**config.mk**
```make
export PLATFORM = sky130hd
export DESIGN_NAME = phy_cfg_writer
export DESIGN_NICKNAME = d
export VERILOG_FILES = /design/src/rtl/phy_cfg_writer.sv
export SDC_FILE = /design/constraint.sdc
export NUM_CORES = 1
export LEC_CHECK = 0
export ABC_AREA = 1
export BUFFER_PORTS_ARGS = -buffer_cell sky130_fd_sc_hd__buf_4
export CAP_MARGIN = 25
export CORE_MARGIN = 2
export CORE_UTILIZATION = 51
export CTS_CLUSTER_DIAMETER = 50
export DETAILED_ROUTE_END_ITERATION = 10
export GPL_TIMING_DRIVEN = 0
export PLACE_DENSITY = 0.77
export SYNTH_ARGS = -nofsm -noshare
export SYNTH_HDL_FRONTEND = slang
export SYNTH_SLANG_ARGS = --single-unit
```
**constraint.sdc**
```tcl
create_clock -name clk -period 1.8 [get_ports clk]
set_clock_uncertainty 0.15 [all_clocks]
set_input_delay 0.09 -clock clk [delete_from_list [all_inputs] [get_ports clk]]
set_output_delay 0.09 -clock clk [all_outputs]
set_load 0.02 [all_outputs]
```
**src/rtl/phy_cfg_writer.sv**
```systemverilog
module phy_cfg_writer #(
  parameter int BYTE_W      = 8,
  parameter int HOLD_CYCLES = 4
) (
  input  logic              clk,
  input  logic              rst_n,
  input  logic              start,
  input  logic [BYTE_W-1:0] addr_in,
  input  logic [BYTE_W-1:0] value_in,
  output logic              busy,
  output logic              done,
  output logic              port_clk,
  output logic              port_en,
  output logic [BYTE_W-1:0] port_din
);
  localparam int CNT_W = (HOLD_CYCLES > 1) ? $clog2(HOLD_CYCLES) : 1;
  localparam logic [CNT_W-1:0] LAST = CNT_W'(HOLD_CYCLES - 1);

  typedef enum logic [2:0] {
    ST_IDLE, ST_PARK, ST_ADDR, ST_ARM, ST_LATCH, ST_DISARM, ST_DATA, ST_COMMIT
  } step_t;

  step_t             st;
  logic [CNT_W-1:0]  cnt;
  logic [BYTE_W-1:0] addr_q, value_q;

  always_ff @(posedge clk or negedge rst_n) begin
    if (!rst_n) begin
      st      <= ST_IDLE;
      cnt     <= '0;
      done    <= 1'b0;
      addr_q  <= '0;
      value_q <= '0;
    end else begin
      done <= 1'b0;
      if (st == ST_IDLE) begin
        if (start) begin
          st      <= ST_PARK;
          cnt     <= '0;
          addr_q  <= addr_in;
          value_q <= value_in;
        end
      end else if (cnt == LAST) begin
        cnt <= '0;
        if (st == ST_COMMIT) begin
          st   <= ST_IDLE;
          done <= 1'b1;
        end else begin
          st <= step_t'(st + 3'd1);
        end
      end else begin
        cnt <= cnt + 1'b1;
      end
    end
  end

  assign busy     = (st != ST_IDLE);
  assign port_clk = !(st inside {ST_LATCH, ST_DISARM, ST_DATA});
  assign port_en  = (st inside {ST_ARM, ST_LATCH});

  always_comb begin
    case (st)
      ST_ADDR, ST_ARM, ST_LATCH, ST_DISARM: port_din = addr_q;
      ST_DATA, ST_COMMIT:                   port_din = value_q;
      default:                              port_din = '0;
    endcase
  end
endmodule


```
# After elaboration in Yosys (flattened, before gate mapping)
# Cells that the tools add are included.
# word_totals
ff_bits	22
latchBits	0
ramBits	0
mem_bits_ro	0
in_bits	19
word_cells	36
n_memories	0
# op_classes
add_sub_neg	2
mul	0
div_mod_pow	0
order_cmp	0
eq_ne	8
shift	0
n_mux	11
bitwise_logic	0
n_reduce_logical	10
# ops
op	count
$pmux W8 S2	1
$eq A3 B3 Y1 const B	4
$mux W3	4
$eq A3 B2 Y1 const B	2
$mux W2	3
$reduce_bool A3 Y1	2
$reduce_and A2 Y1	2
$reduce_bool A2 Y1	2
$reduce_or A4 Y1	1
$add A3 B1 Y3 const B	1
$logic_not A3 Y1	1
$mux W1	3
$add A2 B1 Y2 const B	1
$eq A2 B2 Y1 const B	1
$ne A2 B2 Y1 const B	1
$reduce_or A2 Y1	1
$logic_not A1 Y1	1

# Depth between registers and ports, before layout
# logic_depth
depth_word	4
mapped_depth	8
depth_no_buf	8

# Worst setup path after synthesis
# Ideal clock, no wire load.
# synth_path
path_type	flip-flop to flip-flop
startpoint	register st[0]
endpoint	register addr_q[0]
setup_ps	116
t_arrival_ps	1178
required_time_ps	1534
path_slack_ps	356
path_stages_with_launch	9
path_buffers	1
synth_period_minus_slack_ps	1444
path_cell_list	dfrtp_1 -> inv_1 -> ha_1 -> inv_1 -> nor2_2 -> nand2_2 -> buf_4 -> nand2_1 -> nand2_1
# synth_between
elab_chain_cells	2
# synth_lines
item	line_no	text
start: declaration	23	step_t st;
start signal: assignment	49	st <= step_t'(st + 3'd1);
$logic_not A3 Y1	36	if (st == ST_IDLE) begin
$reduce_and A2 Y1 (no source line)	--	
end signal: assignment	40	addr_q <= addr_in;
end: declaration	25	logic [BYTE_W-1:0] addr_q, value_q;
# Every way passes these cells.
# A chain may end at the register's enable or synchronous reset.

# Final worst setup path
# layout_path
startpoint	register st[0]
endpoint	output port port_din[0]
# layout_between
elab_chain_cells	3
# layout_lines
item	line_no	text
$eq A3 B3 Y1 / $eq A3 B2 Y1 (equally long branches)	62	case (st)
$reduce_or A4 Y1 / $reduce_or A2 Y1 (equally long branches)	62	
$pmux W8 S2 *	62	
end: declaration	14	output logic [BYTE_W-1:0] port_din
# Every way passes the cells marked *; elsewhere a longest branch is shown, timed or not.

==> Implementation_results.wiki <==
{| class="wikitable"
! Metric !! Value
|-
| Cell at the root of the clock tree || sky130_fd_sc_hd__clkbuf_4
|-
| Number of remaining DRC errors || 0
|-
| Layout overhead on the synthesized area || 54.7%
|-
| Clock Latency Late Sink || 0.31 ns
|-
| Vias in the first global route || 1243
|-
| Max IR drop VDD || 0.000975 V
|-
| Shortest clock period the worst path allows after layout || 1.89 ns
|-
| Data required time of the critical path || 1.56 ns
|-
| Clock-pin slew of the registers on the worst-case setup and hold paths || 0.12 ns
|-
| First-pass GRT wire length || 5.24 mm
|-
| CTS tree || built
|-
| Master of the slowest instance on the critical path || sky130_fd_sc_hd__dfrtp_2
|-
| Leading cell type in the layout, fill and taps excluded || sky130_fd_sc_hd__nand2_1
|-
| Sum of buffers and inverters on the critical path || 2
|-
| Via-to-Cell Ratio || 5.23
|-
| Post-route clock period utilization || 1.05
|-
| Number of DRC markers in iteration 0 || 22
|-
| Category of the critical setup timing path || reg -> out
|-
| Ratio of total power to cell area || 1420 nW/um2
|-
| Arrival time of the worst setup path || 1.65 ns
|-
| Proportion of netlist area held by the largest area contributor || 0.463
|-
| Sinks on Clock Net || 22
|-
| Violated checks || negative setup slack
|-
| Yosys top cell by area || sky130_fd_sc_hd__dfrtp_1
|-
| Routed len/inst || 14.3 um
|-
| Worst-margin pin slew || 0.287 ns
|-
| Average cell area after synthesis || 7.82 um2
|-
| Logic depth of the worst register-to-register path || 8
|-
| Count of endpoints failing hold in the final timing report || 0
|-
| Final #Nets || 236
|-
| FP Rows || 17
|-
| Final GP Congestion || 0.875
|-
| Portion of the post-synthesis area used by sequential elements || 0.463
|-
| Most common cell on crit path || sky130_fd_sc_hd__nand2_4
|-
| Unrepaired setup endpoints after global routing || true
|-
| Delay of the slowest cell on the worst path || 0.47 ns
|-
| Remaining global-route overflow || 0
|-
| Buffers added on ports || 29
|-
| Number of different library cells in the post-synthesis netlist || 14
|-
| I/O pins || 31
|-
| LEAKAGE || 1.03 nW
|-
| Half-perimeter wire length after placement || 1.91 mm
|-
| Type of element capturing the critical path || output port
|-
| Count of antenna-violating nets left after detailed routing || 0
|-
| H-tree levels || 1
|-
| Cell breakdown of the critical path || inv_2, ha_2, nand2_4, nand2_4, o21bai_1, nand2_1, buf_6
|-
| Top library cells by usage in the layout, fill and taps aside || sky130_fd_sc_hd__nand2_1 (59), sky130_fd_sc_hd__buf_4 (26), sky130_fd_sc_hd__nand3_1 (22)
|-
| Share of post-route cells with drive strength above 1 || 0.293
|-
| Net count after synthesis || 178
|-
| Worst-path maximum fanout || 4
|-
| Max-slew violation total from the final report || 0
|-
| Total Routing Usage GR || 0.266
|-
| Family with the most delay on the worst path || flip-flops
|-
| Final WL || 3.38 mm
|-
| Max_slew headroom || 0.809
|-
| Placeable core area || 2210 um2
|-
| Area contributors post-synth || sky130_fd_sc_hd__dfrtp_1 (46%), sky130_fd_sc_hd__nand2_1 (20%), sky130_fd_sc_hd__nand3_1 (9.3%), sky130_fd_sc_hd__ha_1 (7.4%), sky130_fd_sc_hd__inv_1 (5.4%)
|-
| Run status || finished with violations
|-
| Pre-CTS setup slack || 0.0746 ns
|-
| Die footprint || 2730 um2
|-
| Final setup violation count || 8
|-
| Number of detailed-routing iterations run before antenna repair || 6
|-
| Logic depth of the worst setup path including buffers || 7
|-
| Worst Hold Class || in -> async
|-
| Final worst-path setup slack || -0.0889 ns
|-
| Reg-to-reg slack, setup || 0.06 ns
|-
| Synth warnings || 0
|-
| Bufs on Longest Clock Path || 2
|-
| Netlist area before placement || 1190 um2
|-
| Startpoint class of the critical path || register
|-
| Number of instances in the synthesized netlist || 152
|-
| Number of antenna violations at the first check in global routing || 1
|-
| Worst flop-to-flop path startpoint || st[0]
|-
| Chip width || 52.3 um
|-
| End of the worst register-to-register path || addr_q[3]
|-
| Starting density of the core || 0.537
|-
| Highest attainable clock frequency || 529 MHz
|-
| Max-Cap Viols || 0
|-
| Inserted Clock Buffers || 3
|-
| Floorplan die height || 52.3 um
|-
| Share of the core filled with cells || 0.831
|-
| Total vias in the final route || 1239
|-
| Largest net degree at the start of global routing || 23
|-
| Synth Register Bits || 22
|}
timing repair:
| item | 4_1_cts | 5_1_grt |
|---|---|---|
| endpoints found under the hold margin | 38 | 0 |
| gates resized for setup | 30 | 8 |
| gates cloned | 1 | 0 |
| buffers inserted | 5 | 0 |
| hold buffers | 18 | 0 |
| setup endpoints to repair | 9 | 13 |
| pin swaps | 14 | 10 |
metal layers:
metal,up-vias,share of wire,track usage
li1,589,-,-
met1,597,0.40,0.313
met2,46,0.52,0.487
met3,7,0.050,0.0486
met4,0,0.022,0.0855
met5,-,0,0
cell usage after synthesis:
cell type / n
sky130_fd_sc_hd__nand2_1: 63
sky130_fd_sc_hd__dfrtp_1: 22
sky130_fd_sc_hd__nand3_1: 22
sky130_fd_sc_hd__inv_1: 17
sky130_fd_sc_hd__o21bai_1: 8
sky130_fd_sc_hd__ha_1: 7
sky130_fd_sc_hd__nand2_2: 3
sky130_fd_sc_hd__buf_2: 2
sky130_fd_sc_hd__buf_4: 2
sky130_fd_sc_hd__nor2_1: 2
sky130_fd_sc_hd__a21oi_1: 1
sky130_fd_sc_hd__buf_6: 1
sky130_fd_sc_hd__nor2_2: 1
sky130_fd_sc_hd__o22ai_1: 1
registers in the layout, indices dropped and copies added, names as in the netlist:
register  count
value_q       8
st            3
cnt           2
addr_q        8
done          1
how the worst max path moves through the flow:
stage                from     endpoint  slack, ns
floorplan           st[0]    addr_q[0]       0.36
global placement    st[0]  port_din[2]       0.13
detailed placement  st[0]  port_din[4]       0.07
CTS                 st[1]  port_din[4]      -0.05
global route        st[0]  port_din[0]      -0.15
finish              st[0]  port_din[0]      -0.09
worst reg2reg max path: stages (launching register included):
cell and delay [ns]:
sky130_fd_sc_hd__dfrtp_2 0.47, sky130_fd_sc_hd__inv_2 0.12, sky130_fd_sc_hd__ha_2 0.24, sky130_fd_sc_hd__inv_1 0.08, sky130_fd_sc_hd__nor2_4 0.14, sky130_fd_sc_hd__buf_6 0.16, sky130_fd_sc_hd__buf_6 0.14, sky130_fd_sc_hd__nand3_1 0.09
sky130_fd_sc_hd__nand2_1 0.08
cells by family (layout without fill, tap and decap cells):
| group | count (synthesis) | count (layout) | synth area share |
|---|---|---|---|
| adders and majority gates | 7 | 7 | 0.0737 |
| other | 0 | 1 | 0 |
| buffers and inverters | 22 | 77 | 0.0842 |
| and+or+nand+nor | 91 | 92 | 0.319 |
| DFF | 22 | 22 | 0.463 |
| AOI/OAI and AO/OA | 10 | 10 | 0.0600 |
report_power, final:
group          internal, mW  switching (mW)  leakage [nW]  total [mW]
combinational         0.674           0.845         0.742        1.52
clock                0.0782           0.149        0.0138       0.228
sequential            0.716           0.143         0.273       0.859
total                  1.47            1.14          1.03        2.61
through the flow:
stage                     setup TNS, ns  std cells  hold WS, ns  cell area [um2]  power, mW
after CTS                        -0.238        236       0.0432             1800       2.51
final                            -0.478        237       0.0340             1840       2.61
after detailed placement              0        209       -0.157             1440       2.01
after global placement                0        209       -0.161             1440       1.97
after floorplan                       0        152       -0.356             1190       1.62
after global routing              -1.24        237       0.0627             1840       2.82
area by class of cell:
| type | count | area [um2] |
|---|---|---|
| multi-input cells | 109 | 651 |
| flip-flops and latches | 22 | 553 |
| repair buffers | 52 | 469 |
| fillers | 142 | 373 |
| inverters | 17 | 66.3 |
| plain buffers | 5 | 40.0 |
| well taps | 28 | 35.0 |
| clock buffers | 3 | 22.5 |
| diodes | 1 | 2.50 |
No activity file was read; power rests on OpenSTA's default activity.
